<file path="src/rtl/pfs_pkg.sv">
package pfs_pkg;

  // Status pair {fault_n, warn_n}: both active low.
  function automatic logic [1:0] status_pair(input logic shut, input logic warn);
    return {~shut, ~warn};
  endfunction

  // Hold-off counter width for a given cycle count.
  function automatic int unsigned hold_width(input int unsigned cycles);
    return (cycles < 2) ? 1 : $clog2(cycles + 1);
  endfunction

endpackage

</file>
<file path="src/rtl/pfs_sync.sv">
module pfs_sync #(
  parameter int unsigned W = 1
) (
  input  logic         clk,
  input  logic         rst_n,
  input  logic [W-1:0] d,
  output logic [W-1:0] q
);
  logic [W-1:0] meta;

  always_ff @(posedge clk or negedge rst_n) begin
    if (!rst_n) begin
      meta <= '0;
      q    <= '0;
    end else begin
      meta <= d;
      q    <= meta;
    end
  end
endmodule

</file>
<file path="src/rtl/pfs_latch.sv">
module pfs_latch
  import pfs_pkg::*;
#(
  parameter int unsigned HOLD_CYCLES = 125_000_000
) (
  input  logic clk,
  input  logic rst_n,
  input  logic trig,
  input  logic clr,
  output logic lat,
  output logic done
);
  localparam int unsigned CW = hold_width(HOLD_CYCLES);
  localparam logic [CW-1:0] LIMIT = CW'(HOLD_CYCLES);

  logic [CW-1:0] age;

  assign done = lat && (age == LIMIT);

  always_ff @(posedge clk or negedge rst_n) begin
    if (!rst_n) begin
      lat <= 1'b0;
      age <= '0;
    end else if (lat) begin
      if (age != LIMIT) age <= age + CW'(1);
      else if (clr)     lat <= 1'b0;
    end else if (trig) begin
      lat <= 1'b1;
      age <= '0;
    end
  end
endmodule

</file>
<file path="src/rtl/pstage_fault_sup.sv">
module pstage_fault_sup
  import pfs_pkg::*;
#(
  parameter int unsigned NUM_BRIDGES = 4,
  parameter int unsigned HOLD_CYCLES = 125_000_000
) (
  input  logic                   clk,
  input  logic                   rst_n,
  input  logic [NUM_BRIDGES-1:0] oc_req,
  input  logic                   ot_warn,
  input  logic                   ot_shut,
  input  logic                   uv_flag,
  input  logic                   clr_req,
  output logic [NUM_BRIDGES-1:0] hiz_en,
  output logic                   fault_n,
  output logic                   warn_n
);
  localparam int unsigned SW = NUM_BRIDGES + 4;

  logic [SW-1:0]          sync_q;
  logic [NUM_BRIDGES-1:0] oc_s, oc_lat, oc_done;
  logic warn_s, ot_s, uv_s, clr_s;
  logic ot_lat, ot_done;
  logic all_float, shut_any;

  pfs_sync #(.W(SW)) u_sync (
    .clk(clk), .rst_n(rst_n),
    .d({oc_req, ot_warn, ot_shut, uv_flag, clr_req}),
    .q(sync_q)
  );
  assign {oc_s, warn_s, ot_s, uv_s, clr_s} = sync_q;

  for (genvar g = 0; g < NUM_BRIDGES; g++) begin : g_oc
    pfs_latch #(.HOLD_CYCLES(HOLD_CYCLES)) u_oc (
      .clk(clk), .rst_n(rst_n), .trig(oc_s[g]), .clr(clr_s),
      .lat(oc_lat[g]), .done(oc_done[g])
    );
  end

  pfs_latch #(.HOLD_CYCLES(HOLD_CYCLES)) u_ot (
    .clk(clk), .rst_n(rst_n), .trig(ot_s), .clr(clr_s),
    .lat(ot_lat), .done(ot_done)
  );

  assign all_float = ot_s | ot_lat | uv_s;
  assign shut_any  = all_float | (|oc_s) | (|oc_lat);
  assign hiz_en    = oc_s | oc_lat | {NUM_BRIDGES{all_float}};
  assign {fault_n, warn_n} = status_pair(shut_any, warn_s);
endmodule

</file>
<file path="config.mk">
export PLATFORM = sky130hd
export DESIGN_NAME = pstage_fault_sup
export DESIGN_NICKNAME = d
export VERILOG_FILES = /design/src/rtl/pfs_pkg.sv /design/src/rtl/pfs_sync.sv /design/src/rtl/pfs_latch.sv /design/src/rtl/pstage_fault_sup.sv
export SDC_FILE = /design/constraint.sdc
export NUM_CORES = 1
export LEC_CHECK = 0
export ABC_AREA = 1
export BUFFER_PORTS_ARGS = -buffer_cell sky130_fd_sc_hd__buf_2
export CORE_ASPECT_RATIO = 1.75
export CORE_UTILIZATION = 60
export CTS_BUF_LIST = sky130_fd_sc_hd__clkbuf_2
export CTS_CLUSTER_SIZE = 40
export DETAILED_ROUTE_END_ITERATION = 10
export GPL_ROUTABILITY_DRIVEN = 1
export GPL_TIMING_DRIVEN = 0
export PLACE_DENSITY = 0.77
export SETUP_SLACK_MARGIN = 0.2
export SLEW_MARGIN = 20
export SYNTH_ARGS = -nofsm -noshare
export SYNTH_HDL_FRONTEND = slang
export SYNTH_SLANG_ARGS = --single-unit
</file>
<file path="constraint.sdc">
create_clock -name clk -period 2.1 [get_ports clk]
set_input_delay 0.315 -clock clk [delete_from_list [all_inputs] [get_ports clk]]
set_output_delay 0.315 -clock clk [all_outputs]
set_load 0.03 [all_outputs]
</file>
* Yosys cells after proc, flatten, opt, wreduce, memory -nomap -nowiden
Cells that the tools add are included.
** Word-level totals
- Bits in registers :: 156
- Bits of input ports :: 10
- Output and inout port bits :: 6
- Logic and storage cells :: 78
** Operators by class
- $add $sub $neg :: 5
- Eq/ne operators :: 10
- Mux-type cells :: 31
- Bitwise logic cells :: 8
- Reductions and logical operators :: 12
** Operator list (number)
- 27-bit 2-to-1 mux :: 15
- 27-bit by 1-bit adder with 27-bit output (second input constant) :: 5
- 27-bit inequality test (second input constant) :: 5
- 1-bit 2-to-1 mux :: 16
- 2-bit inequality test (second input constant) :: 5
- 2-bit AND reduction :: 5
- 2-bit nonzero test :: 5
- 4-bit OR :: 2
- 4-bit OR reduction :: 2
- 1-bit OR :: 4
- 1-bit NOT :: 2

* Depth between registers and ports, before layout
Gate-level depths: netlist (run 1).
- Depth after elaboration :: 5
- Gate-level depth with buffers :: 12
- Mapped depth without buffers :: 11

* Hierarchy
A second synthesis (run 1) with hierarchy kept.
** Unflattened totals
- Cell total of the unflattened synthesis :: 1580
- Area, all modules :: 10208.5 µm²
** By module, submodules not included
- pfs_latch :: instances 5, cells each 310, area an instance 1946.9 µm², seq. area each 700.7 µm²
- pfs_sync :: instances 1, cells each 16, area an instance 400.4 µm², seq. area each 400.4 µm²
- pstage_fault_sup :: instances 1, cells each 14, area an instance 73.8 µm², seq. area each 0.0 µm²

* Least setup slack after synthesis (run 1)
OpenSTA, ideal clock, no wires.
- Path type :: reg2out
- Start point :: register u_ot.lat
- End point :: output fault_n
- Data arrival time :: 2.082 ns
- Data required time :: 1.785 ns
- Setup slack :: -0.297 ns
- Stages on the path, launching flop included :: 5
- Path buffers :: 1
- Cells stage by stage :: dfrtp_1 -> buf_2 -> nor3_1 -> nand2_1 -> nor4_1
** On the way
- Cells in the longest elaborated chain, start to end :: 5
** RTL lines
- from (decl) :: RTL line pfs_latch.sv:10 : output logic lat,
- from (signal assigned) :: RTL line pfs_latch.sv:22 : lat <= 1'b0;
- from (signal assigned) :: RTL line pfs_latch.sv:26 : else if (clr) lat <= 1'b0;
- from (signal assigned) :: RTL line pfs_latch.sv:28 : lat <= 1'b1;
- 1-bit OR (2 in a row) :: RTL line pstage_fault_sup.sv:45 : assign all_float = ot_s | ot_lat | uv_s;
- 1-bit OR (2 in a row) :: RTL line pstage_fault_sup.sv:46 : assign shut_any = all_float | (|oc_s) | (|oc_lat);
- 1-bit NOT :: RTL line pfs_pkg.sv:5 : return {~shut, ~warn};
- to (decl) :: RTL line pstage_fault_sup.sv:15 : output logic fault_n,
No other way between the ends.

* Worst setup path after layout (run 1)
- Start point :: register g_oc[2].u_oc.lat
- End point :: output fault_n
** On the way
- Cells in the longest elaborated chain, start to end :: 3
** RTL lines (RTL line)
- from (decl) :: pfs_latch.sv:10
- from (signal assigned) :: pfs_latch.sv:22
- from (signal assigned) :: pfs_latch.sv:26
- from (signal assigned) :: pfs_latch.sv:28
- 4-bit OR reduction :: pstage_fault_sup.sv:46
- 1-bit OR :: pstage_fault_sup.sv:46
- 1-bit NOT :: pfs_pkg.sv:5
No other way between the ends.

==> results of run 1 <==
flip-flops by register name, indices dropped and copies added (netlist names):
register	flops
g_oc.u_oc.age	108
g_oc.u_oc.lat	4
u_ot.age	27
u_ot.lat	1
u_sync.meta	8
u_sync.q	8
final timing paths:
check                                     from                   end  slack, ps  depth (start not counted)
min                                      rst_n  g_oc[1].u_oc.age[15]         30                          2
min reg2reg                     u_sync.meta[0]           u_sync.q[0]        380                          0
max reg2reg                g_oc[2].u_oc.age[0]  g_oc[2].u_oc.age[22]        190                         12
max in group asynchronous                rst_n              u_ot.lat       1260                          3
min in group clk                     oc_req[0]        u_sync.meta[4]        140                          2
max                           g_oc[2].u_oc.lat               fault_n       -250                          4
kinds of logic (layout without fill, tap and decap cells):
family | count (synthesis) | in the layout | share of synthesized area
fa+ha+maj | 10 | 10 | 0.0125
simple gates | 1021 | 1021 | 0.440
other cells | 0 | 1 | 0
xor+xnor | 31 | 31 | 0.0271
flops | 156 | 156 | 0.390
compound gates | 88 | 88 | 0.0485
buf+inv | 193 | 264 | 0.0818
Yosys cell counts, drive strengths merged, types with 2 or more instances:
cell type	n
nand3b	9
inv	151
clkbuf	13
o21ai	62
o211ai	6
xnor2	10
nand3	250
nand2	472
o21bai	3
a21o	2
xor2	21
ha	10
nor2	218
nand4	30
dfrtp	156
a21oi	12
nor3	28
buf	28
or2	11
metal layers:
metal  part of all wire  global-route usage  vias to the layer above
met5                  0                   0                        -
met4              0.059               0.215                        0
met3              0.044              0.0525                      136
met2               0.53               0.599                      334
met1               0.37               0.342                     4632
li1                   -                   -                     4934
area by class of cell:
type,count,area share
flip-flops and latches,156,0.352
diodes,1,0.000226
repair buffers,39,0.0307
multi-input cells,1150,0.488
plain buffers,41,0.0288
clock inverters,15,0.0147
inverters,152,0.0517
clock buffers,17,0.00768
well taps,224,0.0253
worst max-delay path: stages, from the launching register on:
cell and delay [ps]:
dfrtp_1 420, buf_4 190, clkbuf_8 190, nor4_4 300, buf_6 180
where the power goes:
part           total (mW)  leakage, nW  internal, mW  switching (mW)
clock network        1.75        0.149         0.571            1.18
registers            3.84         2.03          3.37           0.470
logic                1.45         3.14         0.562           0.891
metrics by stage:
stage | hold WS (ps) | power (mW) | instance area (µm²)
6_report | 31.9 | 7.04 | 11100
3_3_place_gp | 334 | 5.19 | 10400
2_1_floorplan | 19.4 | 4.81 | 10000
4_1_cts | 17.4 | 7.04 | 10900
5_1_grt | 39.1 | 7.46 | 11100
3_5_place_dp | 306 | 5.25 | 10400
placed cells by master (no fill, tap or decap), drive strengths merged, types with 3 or more instances in the layout:
cell type    synthesis  layout
a21oi               12      12
buf                 28      58
clkbuf              13      30
clkinv               1       7
dfrtp              156     156
dlygate4sd3          0       9
ha                  10      10
inv                151     157
nand2              472     472
nand3              250     250
nand3b               9       9
nand4               30      30
nor2               218     218
nor3                28      28
o211ai               6       6
o21ai               62      62
o21bai               3       3
or2                 11      11
xnor2               10      10
xor2                21      21
what timing repair did:
item,4_1_cts,5_1_grt
hold buffers,9,0
buffers inserted,4,9
setup endpoints to repair,25,111
cloned,0,1
pin swaps,2,7
resized for setup,35,41
endpoints found under the hold margin,164,0
==> metrics, run 1 <==
status=complete, but fails checks; failing checks=negative setup slack; clock skew=33.5 ps; Worst Setup Start Kind=flop; CP endpoint kind=primary output; CTS Buffer Depth=2; DR iter-0 viols=657; arrival time worst endpoint=2030 ps; I/O pins=16; htree depth=4; Fillers=1507; Skew-Pair Late Insertion Delay=780 ps; top area cells in the synthesized netlist=dfrtp_1, nand2_1, nand3_1; Post-synth EDFFs=0; via count=10000; Tightest Hold Check Type=input pin to asynchronous set/reset pin; DP Worst Slack=-7.13 ps; Final WS setup=-246 ps; Max IR drop VDD=0.000494 V; Synth top area share=0.390; Tcrit/Tclk final=1.12; cts bufs inserted=17; Worst-Margin Slew=a little under 600 ps; Die Wd=99.7 µm; layout cells sized above 1=0.0975; relative slew slack=0.609; Remaining DRCs=0; top achievable clock speed=0.426 GHz; # rows=62; Worst-path clk slew=230 ps; Final Max Slew Viols=0; Netlist cell types=37; Post-DRT Antenna Nets=0; Final min period=about 2300 ps; ys flop type=dfrtp_1; vias in the first global route=10100; First-pass DRT Iterations=5; Worst EP required=1780 ps; initial antenna violation count=1; first-pass GRT wire length=45300 µm; PD cells=635 nW/µm²; Hold Fails Final Rpt=0; port bufs=15; Cells after Synth=about 1500; Leakage=5.32 nW; Seq/Total Area, Yosys=0.390; Multi-input gate area=approximately 5400 µm²; Crit Path Max Fanout=10; cell taking the most area after synthesis=dfrtp_1; Final HPWL DP=19800 µm; #FFs+latches synth=156; Syn Area/Cell=between 6 and 7 µm²; routed wire length=26800 µm; Max Cap Violations=0; RSZ-0062 raised after global routing=true; Core ar.=16400 µm²; CTS Root Cell=clkbuf_2; Initial Util=0.612; die area=17200 µm²; Total Routing Usage GR=0.329; final setup violation count=5; Routed wire per std cell=14.9 µm; register area=3910 µm²; fin cells=about 1800; YS warnings=0; grt total ovfl=0; final-stage net count=1577; share of synthesized registers carrying an async set or reset=1.00; Core Util, Final=0.677; vias per inst=5.59; synthesized cell area=10000 µm²; largest net degree at the start of global routing=88; Clock Sinks=156; Mapped Nets=1519; TNS Setup=-849 ps; kind of critical path=flop to primary output; routability cong.=~0.98; Placed Cells=1739; CTS tree=yes; die extent in y=173 µm; area grow syn2layout=10.7%
(Power assumes the default switching activity.)
==> run 2: changes to the inputs <==
--- a/config.mk
+++ b/config.mk
@@ -5,7 +5,6 @@
 export SDC_FILE = /design/constraint.sdc
 export NUM_CORES = 1
 export LEC_CHECK = 0
-export ABC_AREA = 1
 export BUFFER_PORTS_ARGS = -buffer_cell sky130_fd_sc_hd__buf_2
 export CORE_ASPECT_RATIO = 1.75
 export CORE_UTILIZATION = 60
==> run 2 against run 1 <==
  * The run still ends with negative setup slack left
  * Worst setup slack better by 3.9 ps
  * Clock skew up 19 ps
  * Sequential power about the same
  * Synthesized area down 16%
  * Highest routed layer unchanged
==> metrics, run 2 <==
status=complete, but fails checks; failing checks=negative setup slack; Mapped Nets=918 (-40%); Seq pwr share=0.534 (-0.011); I/O pins=16 (unchanged); Syn Area/Cell=9.32 µm² (+40%); Placed Cells=1088 (-37%); Total Routing Usage GR=0.345 (+0.0156); most frequent CP cell=nor2_4; Initial Util=0.619 (+0.00717); cell taking the most area after synthesis=dfrtp_1; via count=8583 (-14%); Cells after Synth=898 (-40%); Netlist cell types=67 (+81%); Clock Sinks=156 (unchanged); Worst-path clk slew=270 ps (+40 ps); ys flop type=dfrtp_1; DR iter-0 viols=865 (+32%); Tcrit/Tclk final=1.12 (-0.00184); port bufs=15 (unchanged); CTS Buffer Depth=2 (unchanged); most frequent cells in the layout=dfrtp_1, nand2_1, buf_4; Diodes inserted=0 (-1); DP Worst Slack=-318 ps (-310 ps); Remaining DRCs=0 (unchanged); PD cells=646 nW/µm² (+1.7%); YS warnings=0 (unchanged); top achievable clock speed=0.427 GHz (+0.17%); top area cells in the synthesized netlist=dfrtp_1, o21ai_0, nand2_1; worst path cell trace=clkbuf_8 -> nor2_4 -> inv_2 -> nor2_4 -> nand2_2 -> nor2_4 -> buf_6; total power=7.17 mW (+1.8%); first-pass GRT wire length=39600 µm (-13%); Core Util, Final=0.820 (+0.143); most common cell in the synthesized netlist=dfrtp_1; # rows=56 (-9.7%); slowest cell on the critical path=dfrtp_1; DP Area=8710 µm² (-16%); Comb pwr share=0.228 (+0.022); Clock power frac=0.238 (-0.011); die extent in y=158 µm (-8.5%); Die Wd=91.3 µm (-8.4%); Final WS setup=-243 ps (+3.87 ps); Final HPWL DP=14600 µm (-26%); TNS Setup=-1220 ps (-374 ps); slowest stage delay, CP=450 ps (+30 ps); Final min period=2340 ps (-3.87 ps); #FFs+latches synth=156 (unchanged); Core ar.=13500 µm² (-17%); area grow syn2layout=32.5%; Max IR drop VDD=0.000434 V (-12%); Largest Register=g_oc.u_oc.age; commonest non-fill, non-tap cell in the layout=dfrtp_1; Post-synth EDFFs=0 (unchanged); switching part of the total=0.353 (-0.00839); CTS Root Cell=clkbuf_2; clock skew=52.4 ps (+18.9 ps); initial antenna violation count=0 (-1); vias in the first global route=8300 (-17%); Crit Path Max Fanout=4 (-6); Seq/Total Area, Yosys=0.466 (+0.0765); CTS tree=yes; routability cong.=0.951 (-2.7%); layout cells sized above 1=0.343 (+0.246); Skew-Pair Late Insertion Delay=760 ps (-20 ps); Post-DRT Antenna Nets=0 (unchanged); final setup violation count=13 (+8); vias per inst=6.92 (+24%); fin area=11100 µm² (about the same); final-stage net count=1073 (-32%); smallest hold slack=78.8 ps (+47.0 ps); synthesized cell area=8370 µm² (-16%); flop-to-flop setup slack=-40 ps (-230 ps); Tightest Hold Check Type=input pin to asynchronous set/reset pin; First-pass DRT Iterations=5 (unchanged); Leakage=4.92 nW (-7.5%); kind of critical path=flop to primary output; fin cells=1240 (-31%); share of synthesized registers carrying an async set or reset=1.00 (unchanged); top flop regs=g_oc.u_oc.age: 108 flops, u_ot.age: 27 flops; Fillers=724 (-52%); Worst Setup Start Kind=flop; Final Max Slew Viols=0 (unchanged); Routed wire per std cell=22.0 µm (+48%); Max Cap Violations=0 (unchanged); Synth top area share=0.466 (+0.0765); Worst-Margin Slew=668 ps (+81.3 ps); largest net degree at the start of global routing=88 (unchanged); Hold Fails Final Rpt=0 (unchanged); relative slew slack=0.555 (-0.0542); CP endpoint kind=primary output; htree depth=4 (unchanged); Commonest cells post-synth=dfrtp_1, nand2_1, o21ai_0; grt total ovfl=0 (unchanged); arrival time worst endpoint=2030 ps (about the same); max FFs per register=108 (unchanged); cts bufs inserted=17 (unchanged); P_sw=2.53 mW (-0.61%); routed wire length=27300 µm (+2.1%); die area=14400 µm² (-16%); Worst EP required=1780 ps (about the same); Internal Power=4.64 mW (+3.1%); RSZ-0062 raised after global routing=true
## run 2: worst paths after layout
| kind | to | depth (start not counted) | startpoint |
|---|---|---|---|
| setup / recovery | fault_n | 7 | u_ot.lat |
| hold / removal | g_oc[2].u_oc.age[25] | 2 | rst_n |
| setup reg to reg | g_oc[3].u_oc.age[26] | 9 | g_oc[3].u_oc.age[0] |
| hold reg to reg | u_sync.q[2] | 0 | u_sync.meta[2] |
| max in group asynchronous | g_oc[3].u_oc.age[5] | 3 | rst_n |
| min in group clk | u_sync.meta[3] | 2 | ot_warn |
## run 2: kinds of logic after synthesis
kind of cell / after synthesis / share of synthesized area
buffers and inverters: 82 / 0.0429
and+or+nand+nor: 375 / 0.254
DFF: 156 / 0.466
xor gates and xnor gates: 7 / 0.00732
AOI/OAI and AO/OA: 237 / 0.177
muxes: 31 / 0.0374
adders and majority gates: 10 / 0.0149
## run 2: cell type report
cell class / instances / area [µm²] / share of cell area
tap: 174 / 218 / 0.0196
clock inverter: 14 / 144 / 0.0130
inverter: 42 / 158 / 0.0142
buffer: 40 / 312 / 0.0281
multi-input combinational: 661 / 5020 / 0.453
clock buffer: 18 / 90.1 / 0.00812
sequential: 156 / 3930 / 0.355
timing repair buffer: 135 / 1210 / 0.110
## run 2: power groups by stage
stage          logic [mW]  registers, mW  clock network [mW]
2_1_floorplan       0.753           3.65                   0
3_3_place_gp        0.943           3.75                   0
3_5_place_dp         1.01           3.77                   0
4_1_cts              1.30           3.71                1.71
5_1_grt              1.76           3.85                1.84
6_report             1.63           3.83                1.71
## run 2: worst max-delay path: cells and delay by family (launching register included)
| family | cells | cell delay [ps] |
|---|---|---|
| buf+inv | 3 | 340 |
| simple gates | 4 | 500 |
| flops | 1 | 450 |
## run 2: timing repair
item,4_1_cts,5_1_grt
resized for setup,203,138
pin swaps,62,52
hold buffers,9,0
buffers inserted,66,37
hold endpoints to repair,94,0
gates cloned,7,1
setup endpoints to repair,100,104
## run 2: per-layer routing
layer / part of all wire / GRT usage
met2: 0.52 / 0.620
met1: 0.35 / 0.372
met4: 0.065 / 0.237
met5: 0 / 0
met3: 0.068 / 0.0549
==> run 3: changes to the inputs <==
--- a/config.mk
+++ b/config.mk
@@ -8,7 +8,7 @@
 export BUFFER_PORTS_ARGS = -buffer_cell sky130_fd_sc_hd__buf_2
 export CORE_ASPECT_RATIO = 1.75
 export CORE_UTILIZATION = 60
-export CTS_BUF_LIST = sky130_fd_sc_hd__clkbuf_2
+export CTS_BUF_LIST = sky130_fd_sc_hd__clkbuf_4 sky130_fd_sc_hd__clkbuf_8 sky130_fd_sc_hd__clkbuf_16
 export CTS_CLUSTER_SIZE = 40
 export DETAILED_ROUTE_END_ITERATION = 10
 export GPL_ROUTABILITY_DRIVEN = 1
==> run 3 against run 2 <==
  * The run still ends with negative setup slack left
  * Highest routed layer unchanged
  * Flip-flop and latch count did not move
  * Total power is 21% higher
  * First-iteration DRC count shrank 13%
==> metrics, run 3 (synthesis results as in run 2) <==
status=complete, but fails checks; failing checks=negative setup slack; arrival time worst endpoint=2570 ps (+540 ps); Post-DRT Antenna Nets=0 (unchanged); die extent in y=158 µm (unchanged); slowest stage delay, CP=450 ps (about the same); kind of critical path=flop to flop; Max Cap Violations=0 (unchanged); fin area=11200 µm² (+0.77%); initial antenna violation count=0 (unchanged); DP Worst Slack=-318 ps (unchanged); WHS Endpoint=u_sync.q[2]; First-pass DRT Iterations=5 (unchanged); Final Max Slew Viols=0 (unchanged); most frequent cells in the layout=dfrtp_1, nand2_1, buf_4; fin cells=1215 (-2.0%); I/O pins=16 (unchanged); Worst EP required=2440 ps (+660 ps); CP endpoint kind=flop; Max IR drop VDD=0.000642 V (+48%); worst path cell trace=buf_2 -> nor4_1 -> nand4_1 -> buf_4 -> o41ai_4 -> buf_2 -> nand2_1 -> o21ai_1; hold path depth=0; Skew-Pair Late Insertion Delay=440 ps (-320 ps); area grow syn2layout=33.5%; worst setup path startpoint=g_oc[0].u_oc.age[5]; Die Wd=91.3 µm (unchanged); Remaining DRCs=0 (unchanged); CTS Buffer Depth=2 (unchanged); max FFs per register=108 (unchanged); layout cells sized above 1=0.305 (-0.0388); register area=3920 µm² (-0.32%); relative slew slack=0.544 (-0.0108); clock skew=13.6 ps (-38.8 ps); largest net degree at the start of global routing=88 (unchanged); Routed wire per std cell=23.2 µm (+5.3%); DP Area=8710 µm² (unchanged); grt total ovfl=0 (unchanged); Multi-input gate area=4920 µm² (-1.9%); Total Routing Usage GR=0.336 (-0.00918); Diodes inserted=0 (unchanged); Worst Setup Start Kind=flop; flop-to-flop setup slack=-120 ps (-80 ps); cts bufs inserted=17 (unchanged); final-stage net count=1048 (-2.3%); top flop regs=g_oc.u_oc.age: 108 flops, u_ot.age: 27 flops; routed wire length=28200 µm (+3.1%); via count=8660 (+0.90%); Final HPWL DP=14600 µm (unchanged); Tightest Hold Check Type=flop to flop; RSZ-0062 raised after global routing=true; CTS Root Cell=clkbuf_16; Critical R2R Launch=g_oc[0].u_oc.age[5]; Fillers=695 (-4.0%); most frequent CP cell=buf_2; min-delay src=u_sync.meta[2]; # rows=56 (unchanged); Worst-path clk slew=70 ps (-200 ps); commonest non-fill, non-tap cell in the layout=dfrtp_1; R2R Path End=g_oc[0].u_oc.age[3]; die area=14400 µm² (unchanged); htree depth=4 (unchanged); Crit Path Max Fanout=10 (+6); Final min period=2220 ps (-120 ps); Final WS setup=-122 ps (+120 ps); Core Util, Final=0.826 (+0.00629); Initial Util=0.619 (unchanged); CP delay by family, top=simple AND/OR/NAND/NOR gates; WP buf/inv=3 (unchanged); vias in the first global route=8153 (-1.8%); Tcrit/Tclk final=1.06 (-0.0574); slowest cell on the critical path=o41ai_4; Core ar.=13500 µm² (unchanged); CTS tree=yes; final setup violation count=28 (+15); PD cells=777 nW/µm² (+20%); Worst-Margin Slew=684 ps (+16.1 ps); Hold Fails Final Rpt=0 (unchanged); DR iter-0 viols=751 (-13%); Clock Sinks=156 (unchanged); routability cong.=0.951 (unchanged); port bufs=15 (unchanged); top achievable clock speed=0.450 GHz (+5.4%); first-pass GRT wire length=38400 µm (-3.2%); Placed Cells=1088 (unchanged); vias per inst=7.13 (+3.0%); Largest Register=g_oc.u_oc.age; Leakage=4.98 nW (+1.1%); Reg2Reg Depth=8 (-1)
-- run 3: what timing repair did --
item | 4_1_cts | 5_1_grt
pin swaps | 32 | 70
setup endpoints to repair | 94 | 100
hold endpoints to repair | 94 | 0
buffers inserted | 42 | 35
gates cloned | 3 | 6
resized for setup | 90 | 207
hold buffers | 9 | 0
-- run 3: worst max-delay path by stage --
stage	end	slack, ps	cells after the start
3_3_place_gp	g_oc[0].u_oc.age[13]	-1540	1
6_report	g_oc[0].u_oc.age[3]	-120	8
4_1_cts	g_oc[3].u_oc.age[26]	90	6
5_1_grt	g_oc[2].u_oc.age[22]	-160	7
2_1_floorplan	g_oc[2].u_oc.age[20]	220	7
3_5_place_dp	g_oc[3].u_oc.age[26]	-320	8
-- run 3: final cells by class --
class	count	area share
clock inverter	12	0.0122
inverter	42	0.0141
sequential	156	0.351
multi-input combinational	661	0.441
clock buffer	20	0.0412
tap	174	0.0195
buffer	40	0.0260
timing repair buffer	110	0.0956
-- run 3: routing by layer --
layer  vias to the layer above  GRT usage  share of wire
li1                       3663          -              -
met5                         -          0              0
met3                       220     0.0549          0.075
met1                      4139      0.355           0.34
met4                         0      0.247          0.078
met2                       638      0.602           0.51
-- run 3: metrics by stage --
step	hold slack, ps	TNS [ps]	total power, mW
floorplan	19.4	0	4.40
global placement	332	-240800	4.69
detailed placement	336	-3500	4.78
CTS	344	0	8.04
global route	358	-2110	8.93
finish	338	-1240	8.68
-- run 3: power breakdown --
| part | total (mW) | switching (mW) | internal [mW] |
|---|---|---|---|
| Sequential | 3.82 | 0.495 | 3.33 |
| Clock | 3.19 | 1.35 | 1.84 |
| Combinational | 1.66 | 0.924 | 0.740 |
| Total | 8.68 | 2.77 | 5.91 |
-- run 3: worst register-to-register path: cells and delay by family (launching register included) --
family                 cells  cell delay (ps)
flip-flops                 1              360
AND/OR/NAND/NOR            3              640
buffers and inverters      3              600
AO/OA/AOI/OAI              2              550
